### src/rtl/miss_sampler_pkg.sv
package miss_sampler_pkg;
  localparam int unsigned DEF_CNT_W  = 6;
  localparam int unsigned DEF_ADDR_W = 32;

  // all ones except bit 0
  function automatic logic [31:0] cnt_rst_val(input int unsigned w);
    logic [31:0] v;
    v = (32'd1 << w) - 32'd2;
    return v;
  endfunction
endpackage

### src/rtl/miss_counter.sv
module miss_counter #(
  parameter int unsigned CNT_W = 6
) (
  input  logic             clk_i,
  input  logic             rst_ni,
  input  logic             miss_i,
  output logic [CNT_W-1:0] count_o,
  output logic             wrap_o
);
  localparam logic [CNT_W-1:0] RST_VAL = CNT_W'(miss_sampler_pkg::cnt_rst_val(CNT_W));
  localparam logic [CNT_W-1:0] TOP_VAL = '1;
  localparam logic [CNT_W-1:0] ONE     = CNT_W'(1);

  logic [CNT_W-1:0] cnt_q;

  always_ff @(posedge clk_i or negedge rst_ni) begin
    if (!rst_ni)     cnt_q <= RST_VAL;
    else if (miss_i) cnt_q <= cnt_q + ONE;
  end

  assign count_o = cnt_q;
  assign wrap_o  = miss_i && (cnt_q == TOP_VAL);

  a_r2_count_step: assert property (@(posedge clk_i) disable iff (!rst_ni)
    miss_i |=> count_o == CNT_W'($past(count_o) + ONE));
  a_r2_count_hold: assert property (@(posedge clk_i) disable iff (!rst_ni)
    !miss_i |=> $stable(count_o));
endmodule

### src/rtl/miss_capture.sv
module miss_capture #(
  parameter int unsigned ADDR_W = 32
) (
  input  logic              clk_i,
  input  logic              rst_ni,
  input  logic              wrap_i,
  input  logic              clr_i,
  input  logic [ADDR_W-1:0] addr_i,
  output logic              valid_o,
  output logic [ADDR_W-1:1] addr_o
);
  logic              valid_q;
  logic [ADDR_W-1:1] addr_q;
  logic              take;

  // a clear in the same cycle frees the slot for this wrap
  assign take = wrap_i && (!valid_q || clr_i);

  always_ff @(posedge clk_i or negedge rst_ni) begin
    if (!rst_ni) begin
      valid_q <= 1'b0;
      addr_q  <= '0;
    end else begin
      if (take)       valid_q <= 1'b1;
      else if (clr_i) valid_q <= 1'b0;
      if (take)       addr_q  <= addr_i[ADDR_W-1:1];
    end
  end

  assign valid_o = valid_q;
  assign addr_o  = addr_q;

  a_r3_capture: assert property (@(posedge clk_i) disable iff (!rst_ni)
    (wrap_i && !valid_o) |=> (valid_o && addr_o == $past(addr_i[ADDR_W-1:1])));
  a_r4_blocked: assert property (@(posedge clk_i) disable iff (!rst_ni)
    (wrap_i && valid_o && !clr_i) |=> ($stable(addr_o) && valid_o));
  a_r5_clear: assert property (@(posedge clk_i) disable iff (!rst_ni)
    (clr_i && !wrap_i) |=> (!valid_o && $stable(addr_o)));
  a_r6_clear_vs_wrap: assert property (@(posedge clk_i) disable iff (!rst_ni)
    (clr_i && wrap_i) |=> (valid_o && addr_o == $past(addr_i[ADDR_W-1:1])));
endmodule

### src/rtl/miss_sampler.sv
module miss_sampler #(
  parameter int unsigned CNT_W  = miss_sampler_pkg::DEF_CNT_W,
  parameter int unsigned ADDR_W = miss_sampler_pkg::DEF_ADDR_W
) (
  input  logic              clk_i,
  input  logic              rst_ni,
  input  logic              miss_i,
  input  logic [ADDR_W-1:0] miss_addr_i,
  input  logic              clr_valid_i,
  output logic [CNT_W-1:0]  count_o,
  output logic              valid_o,
  output logic [ADDR_W-1:0] sample_o
);
  logic              wrap;
  logic [ADDR_W-1:1] held_addr;

  miss_counter #(.CNT_W(CNT_W)) u_cnt (
    .clk_i   (clk_i),
    .rst_ni  (rst_ni),
    .miss_i  (miss_i),
    .count_o (count_o),
    .wrap_o  (wrap)
  );

  miss_capture #(.ADDR_W(ADDR_W)) u_cap (
    .clk_i   (clk_i),
    .rst_ni  (rst_ni),
    .wrap_i  (wrap),
    .clr_i   (clr_valid_i),
    .addr_i  (miss_addr_i),
    .valid_o (valid_o),
    .addr_o  (held_addr)
  );

  assign sample_o = {held_addr, valid_o};
endmodule

### config.mk
export PLATFORM = sky130hd
export DESIGN_NAME = miss_sampler
export DESIGN_NICKNAME = d
export VERILOG_FILES = /design/src/rtl/miss_sampler_pkg.sv /design/src/rtl/miss_counter.sv /design/src/rtl/miss_capture.sv /design/src/rtl/miss_sampler.sv
export SDC_FILE = /design/constraint.sdc
export NUM_CORES = 1
export LEC_CHECK = 0
export BUFFER_PORTS_ARGS = -buffer_cell sky130_fd_sc_hd__buf_2
export CORE_MARGIN = 5
export CORE_UTILIZATION = 40
export DETAILED_ROUTE_END_ITERATION = 6
export PLACE_DENSITY = 0.72
export REMOVE_ABC_BUFFERS = 1
export SETUP_SLACK_MARGIN = 0.1
export SLEW_MARGIN = 0
export SYNTH_ARGS = -nofsm -noshare
export SYNTH_HDL_FRONTEND = slang
export SYNTH_SLANG_ARGS = --single-unit
### constraint.sdc
create_clock -name clk_i -period 3.1 [get_ports clk_i]
set_input_delay 0.465 -clock clk_i [delete_from_list [all_inputs] [get_ports clk_i]]
set_output_delay 0.465 -clock clk_i [all_outputs]
set_load 0.01 [all_outputs]
Word-level counts from Yosys, hierarchy flattened
Cells that the tools add are included.
{"block": "totals", "ff_bits": 38, "input_bits": 36, "wordCells": 12}
{"block": "classes", "addsub": 1, "eq_ne": 1, "n_mux": 2, "reduce_logical": 5}
{"operator": "$add A6 B1 Y6 const B", "count": 1}
{"operator": "$eq A6 B6 Y1 const B", "count": 1}
{"operator": "$logic_and A1 B1 Y1", "count": 2}
{"operator": "$mux W1", "count": 2}
{"operator": "$reduce_bool A2 Y1", "count": 1}
{"operator": "$logic_not A1 Y1", "count": 1}
{"operator": "$logic_or A1 B1 Y1", "count": 1}

Depth between registers and ports, before layout
Gate-level depths: netlist (run 1).
{"block": "depth", "word_depth": 4, "mapped_depth": 5, "ltp_nobuf": 4}

Cells and area by module
Synthesis (run 1) repeated with hierarchy kept, for this count alone.
{"block": "hier_totals", "hier_cells": 90, "hier_area_um2": 1626.6}
{"mod": "miss_capture", "n_inst": 1, "cells_per_inst": 69, "area_per_inst_um2": 1355.0}
{"mod": "miss_counter", "n_inst": 1, "cells_per_inst": 20, "area_per_inst_um2": 264.0}
{"mod": "miss_sampler", "n_inst": 1, "cells_per_inst": 1, "area_per_inst_um2": 7.5}

Worst setup path after synthesis (run 1)
Ideal clock, no wire load.
{"block": "synth_path", "kind": "reg-to-reg", "start": "reg u_cnt.cnt_q[1], in the netlist u_cnt.count_o[1]", "end": "reg u_cap.addr_q (netlist bit u_cap.addr_o[1])", "setup_time_ns": 0.125, "t_arrival_ns": 1.680, "required_time_ns": 2.975, "slack_ns": 1.295, "path_stages_with_launch": 6, "n_path_buf": 1, "synth_period_minus_slack_ns": 1.805, "path_cell_list": "dfstp_2 > ha_1 > nand4_2 > nor3_4 > buf_6 > mux2_2"}
{"block": "synth_via", "elab_chain_cells": 3}
{"element": "start, declared", "line_no": "miss_counter.sv:14", "text": "logic [CNT_W-1:0] cnt_q;"}
{"element": "start signal, assigned", "line_no": "miss_counter.sv:18", "text": "else if (miss_i) cnt_q <= cnt_q + ONE;"}
{"element": "$eq A6 B6 Y1", "line_no": "miss_counter.sv:22", "text": "assign wrap_o = miss_i && (cnt_q == TOP_VAL);"}
{"element": "$logic_and A1 B1 Y1", "line_no": "miss_counter.sv:22"}
{"element": "$logic_and A1 B1 Y1", "line_no": "miss_capture.sv:17", "text": "assign take = wrap_i && (!valid_q || clr_i);"}
{"element": "end signal, assigned", "line_no": "miss_capture.sv:26", "text": "if (take) addr_q <= addr_i[ADDR_W-1:1];"}
{"element": "end, declared", "line_no": "miss_capture.sv:13", "text": "logic [ADDR_W-1:1] addr_q;"}
No other way between the ends.
A chain may end at the register's enable or synchronous reset.

Final worst setup path (run 1)
{"block": "layout_path", "start": "reg u_cnt.cnt_q[1], in the netlist u_cnt.count_o[1]", "end": "reg u_cap.addr_q (netlist bit u_cap.addr_o[16])"}
The elaborated chain is that of the path after synthesis.

==> results of run 1 <==
## power groups by stage
stage	clock network (uW)	logic, uW	registers [uW]
detailed placement	0	323	701
CTS	522	323	692
global placement	0	310	691
global route	539	347	706
finish	505	314	690
floorplan	0	120	741
## layout by cell type, fill, tap and decap left out
cell,instances
dfstp_2,5
nand4_1,1
buf_2,73
buf_12,1
xnor2_1,3
dfrtp_1,33
nor2_1,1
clkbuf_8,6
nand4_2,1
nor2b_1,1
xor2_1,2
o21bai_1,1
ha_1,1
nor3_4,1
mux2_2,30
nand2_1,3
mux2_1,2
bufinv_16,2
## kinds of logic (layout without fill, tap and decap cells)
kind of cell	Yosys count	count (layout)	share of synthesized area (%)
buffers and inverters	4	82	2.79
adder cells (fa/ha/maj)	1	1	0.846
multiplexers	32	32	24.4
AO/OA/AOI/OAI	1	1	0.508
XOR/XNOR	5	5	2.96
AND/OR/NAND/NOR	8	8	3.81
flip-flops	38	38	64.7
## sequential cells by signal, summed over array words and instances (netlist names)
register,flops
u_cap.addr_o,31
u_cap.valid_o,1
u_cnt.count_o,6
## per-stage QoR
step / instance area (sq um) / power [uW] / setup slack (ns) / hold slack (ns)
floorplan: 1440 / 861 / 0.812 / 0.169
global placement: 1880 / 1000 / 0.867 / 0.464
detailed placement: 1880 / 1020 / 0.792 / 0.474
CTS: 2030 / 1540 / 0.774 / 0.288
global route: 2030 / 1590 / 0.703 / 0.353
finish: 2030 / 1510 / 0.851 / 0.274
## final cells by class
class,count,area (sq um)
fill,306,1610
sequential,38,957
multi-input combinational,47,480
timing repair buffer,74,385
clock buffer,6,82.6
clock inverter,2,60.1
tap,48,60.1
## critical path: cells and delay by family, from the launching register on
kind	cells	cell delay, ns
buffers and inverters	1	0.24
adders and majority gates	1	0.18
and+or+nand+nor	2	0.79
DFF	1	0.56
muxes	1	0.35
## per-layer routing
layer  up-vias  share of wire [%]  global-route usage, %
met5         -                  0                      0
met4         0                2.7                   8.14
met3         7                 13                   5.54
met2        60                 45                   18.5
met1       456                 39                   13.6
li1        458                  -                      -
## worst max path at each step
stage                           from  cells past startpoint  slack [ns]          endpoint
floorplan           u_cnt.count_o[1]                      4        0.81  u_cap.addr_o[10]
global placement    u_cnt.count_o[1]                      5        0.87  u_cap.addr_o[17]
detailed placement  u_cnt.count_o[1]                      5        0.79  u_cap.addr_o[16]
CTS                 u_cnt.count_o[1]                      5        0.77  u_cap.addr_o[16]
global route        u_cnt.count_o[1]                      5        0.70  u_cap.addr_o[16]
finish              u_cnt.count_o[1]                      5        0.85  u_cap.addr_o[16]
==> results.sh, run 1 <==
export IMPL_cts_tree="built"
export IMPL_placed_cells=207
export IMPL_drv_slew=0
export IMPL_ys_ff_latch=38
export IMPL_initial_utilization_pct=40.7
export IMPL_slowest_stage="nor3_4"
export IMPL_yosys_area_top_type_share_pct=55.8
export IMPL_ff2ff_setup_slack_ns=0.85
export IMPL_wirelength_mm=2.90
export IMPL_synth_area_per_cell_sq_um=16.6
export IMPL_synth_edf_count=0
export IMPL_crit_fanout=19
export IMPL_fin_nets=203
export IMPL_yosysTopAreaCell="dfrtp_1"
export IMPL_core_area_sq_mm=0.00363
export IMPL_slowest_delay_ns=0.62
export IMPL_antenna_found_initial=0
export IMPL_cts_max_level=2
export IMPL_clkTransAtPathRegs_ns=0.07
export IMPL_drc=0
export IMPL_tns_ns=0
export IMPL_path_cells="ha_1 > nand4_2 > nor3_4 > buf_12 > mux2_2"
export IMPL_post_route_period_util_pct=72.6
export IMPL_crit_required_ns=3.26
export IMPL_synth_top_flop_cell="dfrtp_1"
export IMPL_crit_path_start_kind="flip-flop"
export IMPL_hpwlAfterDp_mm=2.29
export IMPL_clk_latency_ns=0.28
export IMPL_cp_data_arrival_time_ns=2.41
export IMPL_ctsResizeCount=0
export IMPL_switching_share_pct=25.4
export IMPL_maxCapViolCount=0
export IMPL_clockBufferDepth=2
export IMPL_drtIter0Drc=22
export IMPL_vias=981
export IMPL_layout_drive_gt1_share_pct=71.3
export IMPL_routedWlPerCell_microns=13.5
export IMPL_vias_per_cell=4.56
export IMPL_grt_pass1_wl_mm=4.75
export IMPL_grt_max_degree=39
export IMPL_clkSinkCount=38
export IMPL_netlist_area_sq_mm=0.00148
export IMPL_p_per_area_mw_per_mm2=744
export IMPL_antennaDiodeCount=0
export IMPL_ant_nets=0
export IMPL_clock_root_buffer="clkbuf_8"
export IMPL_synthArstFlopShare_pct=100
export IMPL_hold_buffers=0
export IMPL_hold_viol_final=0
export IMPL_ios=75
export IMPL_leakage_uw=0.00115
export IMPL_area_delta_synth_final_pct=37.0
export IMPL_yosysSeqAreaShare_pct=64.7
export IMPL_final_cells=215
export IMPL_clock_power_share_pct=33.5
export IMPL_synth_top_cells_by_area="dfrtp_1 (56%), mux2_2 (23%), dfstp_2 (8.9%), buf_6 (2.3%), xnor2_1 (1.8%)"
export IMPL_worstRegToRegCells=5
export IMPL_clock_skew_ns=0.00854
export IMPL_fin_crit_ns=2.25
export IMPL_io_buffer_count=73
export IMPL_post_cts_buffers=0
export IMPL_firstDrtPassIters=2
export IMPL_outcome="complete, no violations"
export IMPL_grt_use_total_pct=12.2
export IMPL_hold_class="in2async"
export IMPL_syn_instance_count=89
export IMPL_end_kind="flip-flop"
export IMPL_yosys_warnings=0
export IMPL_synth_commonest_cells="dfrtp_1 (33), mux2_2 (30), dfstp_2 (5)"
export IMPL_vdd_ir_drop_max_uv=338
export IMPL_power_switching_uw=382
export IMPL_pwr_share_seq_pct=45.7
export IMPL_yosysUniqueCellTypes=16
export IMPL_timing_fmax_ghz=0.445
export IMPL_numCtsBuffers=5
export IMPL_row_count=22
export IMPL_max_slew_margin_rel_pct=45.7
export IMPL_die_h_microns=70.8
export IMPL_rr_startpoint="u_cnt.count_o[1]"
export IMPL_rsz0062_at_grt="no"
export IMPL_internal_power_uw=1130
export IMPL_yosys_cell_count_top_type="dfrtp_1"
export IMPL_critPathKind="reg2reg"
export IMPL_tightest_slew_ns=0.815
export IMPL_routabilityCongestion=0.790
export IMPL_grt_ovfl_total=0
export IMPL_setup_violations_final=0
export IMPL_die_w_microns=70.8
export IMPL_grt_pass1_vias=1019
export IMPL_combPwrFrac_pct=20.8
export IMPL_r2r_end="u_cap.addr_o[16]"
export IMPL_utilization_pct=55.8
export IMPL_design_die_area_sq_mm=0.00501
(Power assumes the default switching activity.)
==> run 2, diff against run 1 <==
clock period = 2.3 ns   (was 3.1 ns; I/O delays follow)
==> run 2 against run 1 <==
Compared with the run above: clock-buffer cell count grew 1; sequential share of layout area is 1.4 points higher; first-iteration DRC count is 32% higher; via count increased by 1.8%; utilization shrank 1.5 points; die area is the same; routed wire length increased by 1.2%; sequential power increased by 35%; clock power down 11%; power grew 19%; worst setup slack got worse by 0.45 ns; final area shrank 2.8%; largest cell class unchanged.
==> results.sh, run 2 (synthesis gave the netlist of run 1 again) <==
export IMPL_tns_ns=0
export IMPL_switching_share_pct=28.1
export IMPL_tightest_slew_ns=0.807
export IMPL_multiInputGateArea_sq_um=480
export IMPL_pwr_share_seq_pct=51.5
export IMPL_ant_nets=0
export IMPL_drc=0
export IMPL_grt_pass1_wl_mm=4.92
export IMPL_mostFrequentLayoutCells="buf_2 (73), dfrtp_1 (33), mux2_2 (30)"
export IMPL_vias_per_cell=4.63
export IMPL_maxCapViolCount=0
export IMPL_end_kind="flip-flop"
export IMPL_rsz0062_at_grt="no"
export IMPL_clockBufferDepth=2
export IMPL_power_uw=1800
export IMPL_drtIter0Drc=29
export IMPL_r2r_end="u_cap.addr_o[10]"
export IMPL_routabilityCongestion=0.789
export IMPL_area_delta_synth_final_pct=33.2
export IMPL_clock_root_buffer="clkbuf_8"
export IMPL_initial_utilization_pct=40.7
export IMPL_firstDrtPassIters=3
export IMPL_grt_ovfl_total=0
export IMPL_hold_buffers=0
export IMPL_layout_commonest_cell="buf_2"
export IMPL_ff2ff_setup_slack_ns=0.40
export IMPL_ctsResizeCount=0
export IMPL_fillers=325
export IMPL_grt_pass1_vias=1080
export IMPL_timing_fmax_ghz=0.525
export IMPL_outcome="complete, no violations"
export IMPL_cts_max_level=2
export IMPL_antenna_found_initial=0
export IMPL_routedWlPerCell_microns=13.6
export IMPL_worstRegToRegCells=5
export IMPL_fin_nets=204
export IMPL_wirelength_mm=2.93
export IMPL_critPathKind="reg2reg"
export IMPL_combPwrFrac_pct=23.6
export IMPL_post_route_period_util_pct=82.8
export IMPL_p_per_area_mw_per_mm2=915
export IMPL_post_cts_buffers=0
export IMPL_grt_use_total_pct=12.4
export IMPL_setup_violations_final=0
export IMPL_internal_power_uw=1300
export IMPL_register_area_sq_um=957
export IMPL_clock_skew_ns=0.00326
export IMPL_row_count=22
export IMPL_hold_viol_final=0
export IMPL_clk_latency_ns=0.27
export IMPL_leakage_uw=0.00113
export IMPL_utilization_pct=54.2
export IMPL_design_die_area_sq_mm=0.00501
export IMPL_core_area_sq_mm=0.00363
export IMPL_die_w_microns=70.8
export IMPL_rr_startpoint="u_cnt.count_o[1]"
export IMPL_numCtsBuffers=5
export IMPL_antennaDiodeCount=0
export IMPL_cts_tree="built"
export IMPL_grt_max_degree=39
export IMPL_fin_crit_ns=1.90
export IMPL_clkTransAtPathRegs_ns=0.07
export IMPL_max_slew_margin_rel_pct=46.2
export IMPL_vdd_ir_drop_max_uv=527
export IMPL_clock_power_share_pct=24.8
export IMPL_ios=75
export IMPL_crit_fanout=19
export IMPL_power_switching_uw=505
export IMPL_largest_reg_flops=31
export IMPL_layout_drive_gt1_share_pct=70.8
export IMPL_die_h_microns=70.8
export IMPL_crit_path_start_kind="flip-flop"
export IMPL_hpwlAfterDp_mm=2.34
export IMPL_io_buffer_count=73
export IMPL_cp_data_arrival_time_ns=2.06
export IMPL_drv_slew=0
export IMPL_clkSinkCount=38
export IMPL_critPathLaunch="u_cnt.count_o[1]"
export IMPL_crit_required_ns=2.46
export IMPL_vias=999
export IMPL_hold_class="in2async"
-- run 2: changes by cell type in the layout (fill, tap and decap cells not counted) --
cell,before,now
buf_12,1,0
clkbuf_1,0,1
bufinv_16,2,0
clkinv_2,0,1
buf_4,0,2
-- run 2: per-stage QoR --
| step | hold WS [ns] | cells | cell area, sq um | setup slack (ns) |
|---|---|---|---|---|
| 5_1_grt | 0.243 | 216 | 1970 | 0.290 |
| 6_report | 0.158 | 216 | 1970 | 0.397 |
| 3_3_place_gp | 0.463 | 208 | 1880 | 0.430 |
| 2_1_floorplan | 0.0494 | 85 | 1440 | 0.0118 |
| 3_5_place_dp | 0.478 | 208 | 1880 | 0.388 |
| 4_1_cts | 0.182 | 216 | 1970 | 0.377 |
-- run 2: power by group through the flow --
| stage | Combinational (uW) | Clock, uW | Sequential, uW |
|---|---|---|---|
| after floorplan | 161 | 0 | 999 |
| after global placement | 418 | 0 | 931 |
| after detailed placement | 438 | 0 | 945 |
| after CTS | 439 | 462 | 932 |
| after global routing | 471 | 494 | 952 |
| final | 426 | 447 | 929 |
-- run 2: final cells by class --
| class | instances | share of cell area, % |
|---|---|---|
| Multi-Input combinational cell | 47 | 24.4 |
| Clock buffer | 7 | 4.38 |
| Sequential cell | 38 | 48.6 |
| Clock inverter | 1 | 0.254 |
| Tap cell | 48 | 3.05 |
| Timing Repair Buffer | 75 | 19.3 |
-- run 2: worst max-delay path by stage --
stage                       endpoint  slack, ns  depth (start not counted)
floorplan           u_cap.addr_o[10]       0.01                          4
detailed placement  u_cap.addr_o[17]       0.39                          5
finish              u_cap.addr_o[10]       0.40                          5
CTS                 u_cap.addr_o[17]       0.38                          5
global route         u_cap.addr_o[3]       0.29                          5
global placement    u_cap.addr_o[17]       0.43                          5
-- run 2: layer usage --
metal  vias up  GRT usage, %  part of all wire (%)
li1        465             -                     -
met1       473          13.7                    37
met2        56          20.9                    48
met3         5          4.83                    12
met4         0          6.26                   1.8
met5         -             0                     0
-- run 2: worst max-delay path, stage by stage (launching register included) --
cell and delay [ns]:
dfstp_2 0.55, ha_1 0.18, nand4_2 0.17, nor3_4 0.22, buf_4 0.28, mux2_2 0.37
==> run 3, diff against run 2 <==
PLACE_DENSITY = 0.74   (was 0.72)
clock period = 1.5 ns   (was 2.3 ns; I/O delays follow)
==> run 3 against run 2 <==
Compared with the run above: the flow now finishes with violations (negative setup slack); power up 68%; cell count up 7.4%; flip-flop and latch count unchanged; worst setup slack worse by 0.60 ns; sequential power up 51%; critical path type unchanged; largest cell class unchanged; highest routed layer unchanged.
==> results.sh, run 3 (synthesis gave the netlist of run 1 again) <==
export IMPL_cts_max_level=2
export IMPL_routabilityCongestion=0.733
export IMPL_rsz0062_at_grt="yes"
export IMPL_hpwlAfterDp_mm=2.50
export IMPL_cp_data_arrival_time_ns=1.87
export IMPL_die_w_microns=70.8
export IMPL_row_count=22
export IMPL_drc=0
export IMPL_max_slew_margin_rel_pct=74.6
export IMPL_vias=1091
export IMPL_maxCapViolCount=0
export IMPL_fin_crit_ns=1.71
export IMPL_clock_root_buffer="clkbuf_8"
export IMPL_antenna_found_initial=0
export IMPL_critPathKind="reg2reg"
export IMPL_initial_utilization_pct=40.7
export IMPL_grt_ovfl_total=0
export IMPL_switching_share_pct=28.5
export IMPL_p_per_area_mw_per_mm2=1350
export IMPL_hold_class="in2reg"
export IMPL_outcome="complete, but fails checks"
export IMPL_crit_fanout=5
export IMPL_setup_violations_final=31
export IMPL_grt_use_total_pct=14.4
export IMPL_tightest_slew_ns=0.381
export IMPL_register_area_sq_um=957
export IMPL_cts_tree="built"
export IMPL_leakage_uw=0.00123
export IMPL_post_route_period_util_pct=114
export IMPL_drtIter0Drc=33
export IMPL_largest_reg_flops=31
export IMPL_antennaDiodeCount=0
export IMPL_hold_slack_ns=0.175
export IMPL_clkTransAtPathRegs_ns=0.07
export IMPL_combPwrFrac_pct=30.4
export IMPL_ant_nets=0
export IMPL_fillers=315
export IMPL_clockBufferDepth=2
export IMPL_clkSinkCount=38
export IMPL_clock_power_share_pct=23.1
export IMPL_core_area_sq_mm=0.00363
export IMPL_area_delta_synth_final_pct=51.4
export IMPL_grt_max_degree=23
export IMPL_clk_latency_ns=0.28
export IMPL_io_buffer_count=73
export IMPL_timing_fmax_ghz=0.586
export IMPL_layout_commonest_cell="buf_2"
export IMPL_internal_power_uw=2160
export IMPL_violations="negative setup slack"
export IMPL_vias_per_cell=4.70
export IMPL_firstDrtPassIters=2
export IMPL_die_h_microns=70.8
export IMPL_hold_viol_final=0
export IMPL_crit_path_start_kind="flip-flop"
export IMPL_vdd_ir_drop_max_uv=910
export IMPL_ios=75
export IMPL_grt_pass1_wl_mm=5.70
export IMPL_end_kind="flip-flop"
export IMPL_dr_wl_met3_microns=258
export IMPL_grt_pass1_vias=1189
export IMPL_layout_drive_gt1_share_pct=74.5
export IMPL_drv_slew=0
export IMPL_wl_met1_mm=1.35
export IMPL_utilization_pct=61.6
export IMPL_multiInputGateArea_sq_um=562
export IMPL_numCtsBuffers=5
export IMPL_crit_required_ns=1.66
export IMPL_dr_wl_met2_mm=1.84
export IMPL_power_uw=3020
export IMPL_design_die_area_sq_mm=0.00501
export IMPL_wirelength_mm=3.51
export IMPL_clock_skew_ns=0.00670
export IMPL_routedWlPerCell_microns=15.1
export IMPL_setup_slack_ns=-0.206
export IMPL_pwr_share_seq_pct=46.4
export IMPL_power_switching_uw=862
export IMPL_top_layer="met4"
export IMPL_tns_ns=-5.59
export IMPL_fin_nets=220
export IMPL_mostFrequentLayoutCells="buf_2 (73), dfrtp_1 (33), mux2_2 (16), mux2_4 (16), buf_4 (11)"
[run 3: cell types whose count changed in the layout (fill, tap and decap cells not counted), sizes merged]
cell,before,now
buf,75,89
dlygate4sd3,0,1
clkbuf,7,8
[run 3: worst max-delay path: stages, from the launching register on]
cell and delay (ns):
dfstp_2 0.55, ha_4 0.15, nand4_4 0.08, nor3_4 0.19
buf_6 0.16, clkbuf_16 0.14, mux2_2 0.32
[run 3: metal layers]
layer	vias up	GRT usage [%]
li1	499	-
met3	7	3.98
met4	0	6.89
met2	47	25.4
met1	538	15.9
met5	-	0
[run 3: area by class of cell]
type	instances	area share [%]
Clock buffer	7	3.86
Clock inverter	1	0.224
Timing Repair Buffer	91	25.4
Sequential cell	38	42.8
Multi-Input combinational cell	47	25.1
Tap cell	48	2.68
[run 3: repair_timing]
| item | CTS | global route |
|---|---|---|
| setup buffers | 4 | 0 |
| pin swaps | 2 | 0 |
| hold endpoints to repair | 11 | 0 |
| hold buffers | 1 | 0 |
| gates cloned | 1 | 1 |
| setup endpoints to repair | 31 | 31 |
| gates resized for setup | 18 | 6 |
[run 3: power by group through the flow]
stage          combinational [uW]  clock [uW]  sequential (uW)
5_1_grt                       997         783             1430
6_report                      921         700             1400
3_3_place_gp                  827           0             1380
4_1_cts                       919         720             1400
3_5_place_dp                  848           0             1400
2_1_floorplan                 247           0             1530
[run 3: path summary, 6_finish.rpt]
check	startpoint	to	slack, ns	cells past startpoint
setup / recovery	u_cnt.count_o[1]	u_cap.addr_o[5]	-0.21	6
hold / removal	miss_addr_i[13]	u_cap.addr_o[13]	0.18	2
setup reg to reg	u_cnt.count_o[1]	u_cap.addr_o[5]	-0.21	6
hold reg to reg	u_cap.addr_o[20]	u_cap.addr_o[20]	0.50	1
max in group asynchronous	rst_ni	u_cap.addr_o[21]	0.46	3
min in group asynchronous	rst_ni	u_cap.addr_o[28]	0.42	2
[run 3: metrics by stage]
step,area [sq um],setup WS (ns),std cells
2_1_floorplan,1440,-0.788,85
3_3_place_gp,1960,-0.238,217
3_5_place_dp,1960,-0.300,217
4_1_cts,2190,-0.185,231
5_1_grt,2240,-0.262,232
6_report,2240,-0.206,232
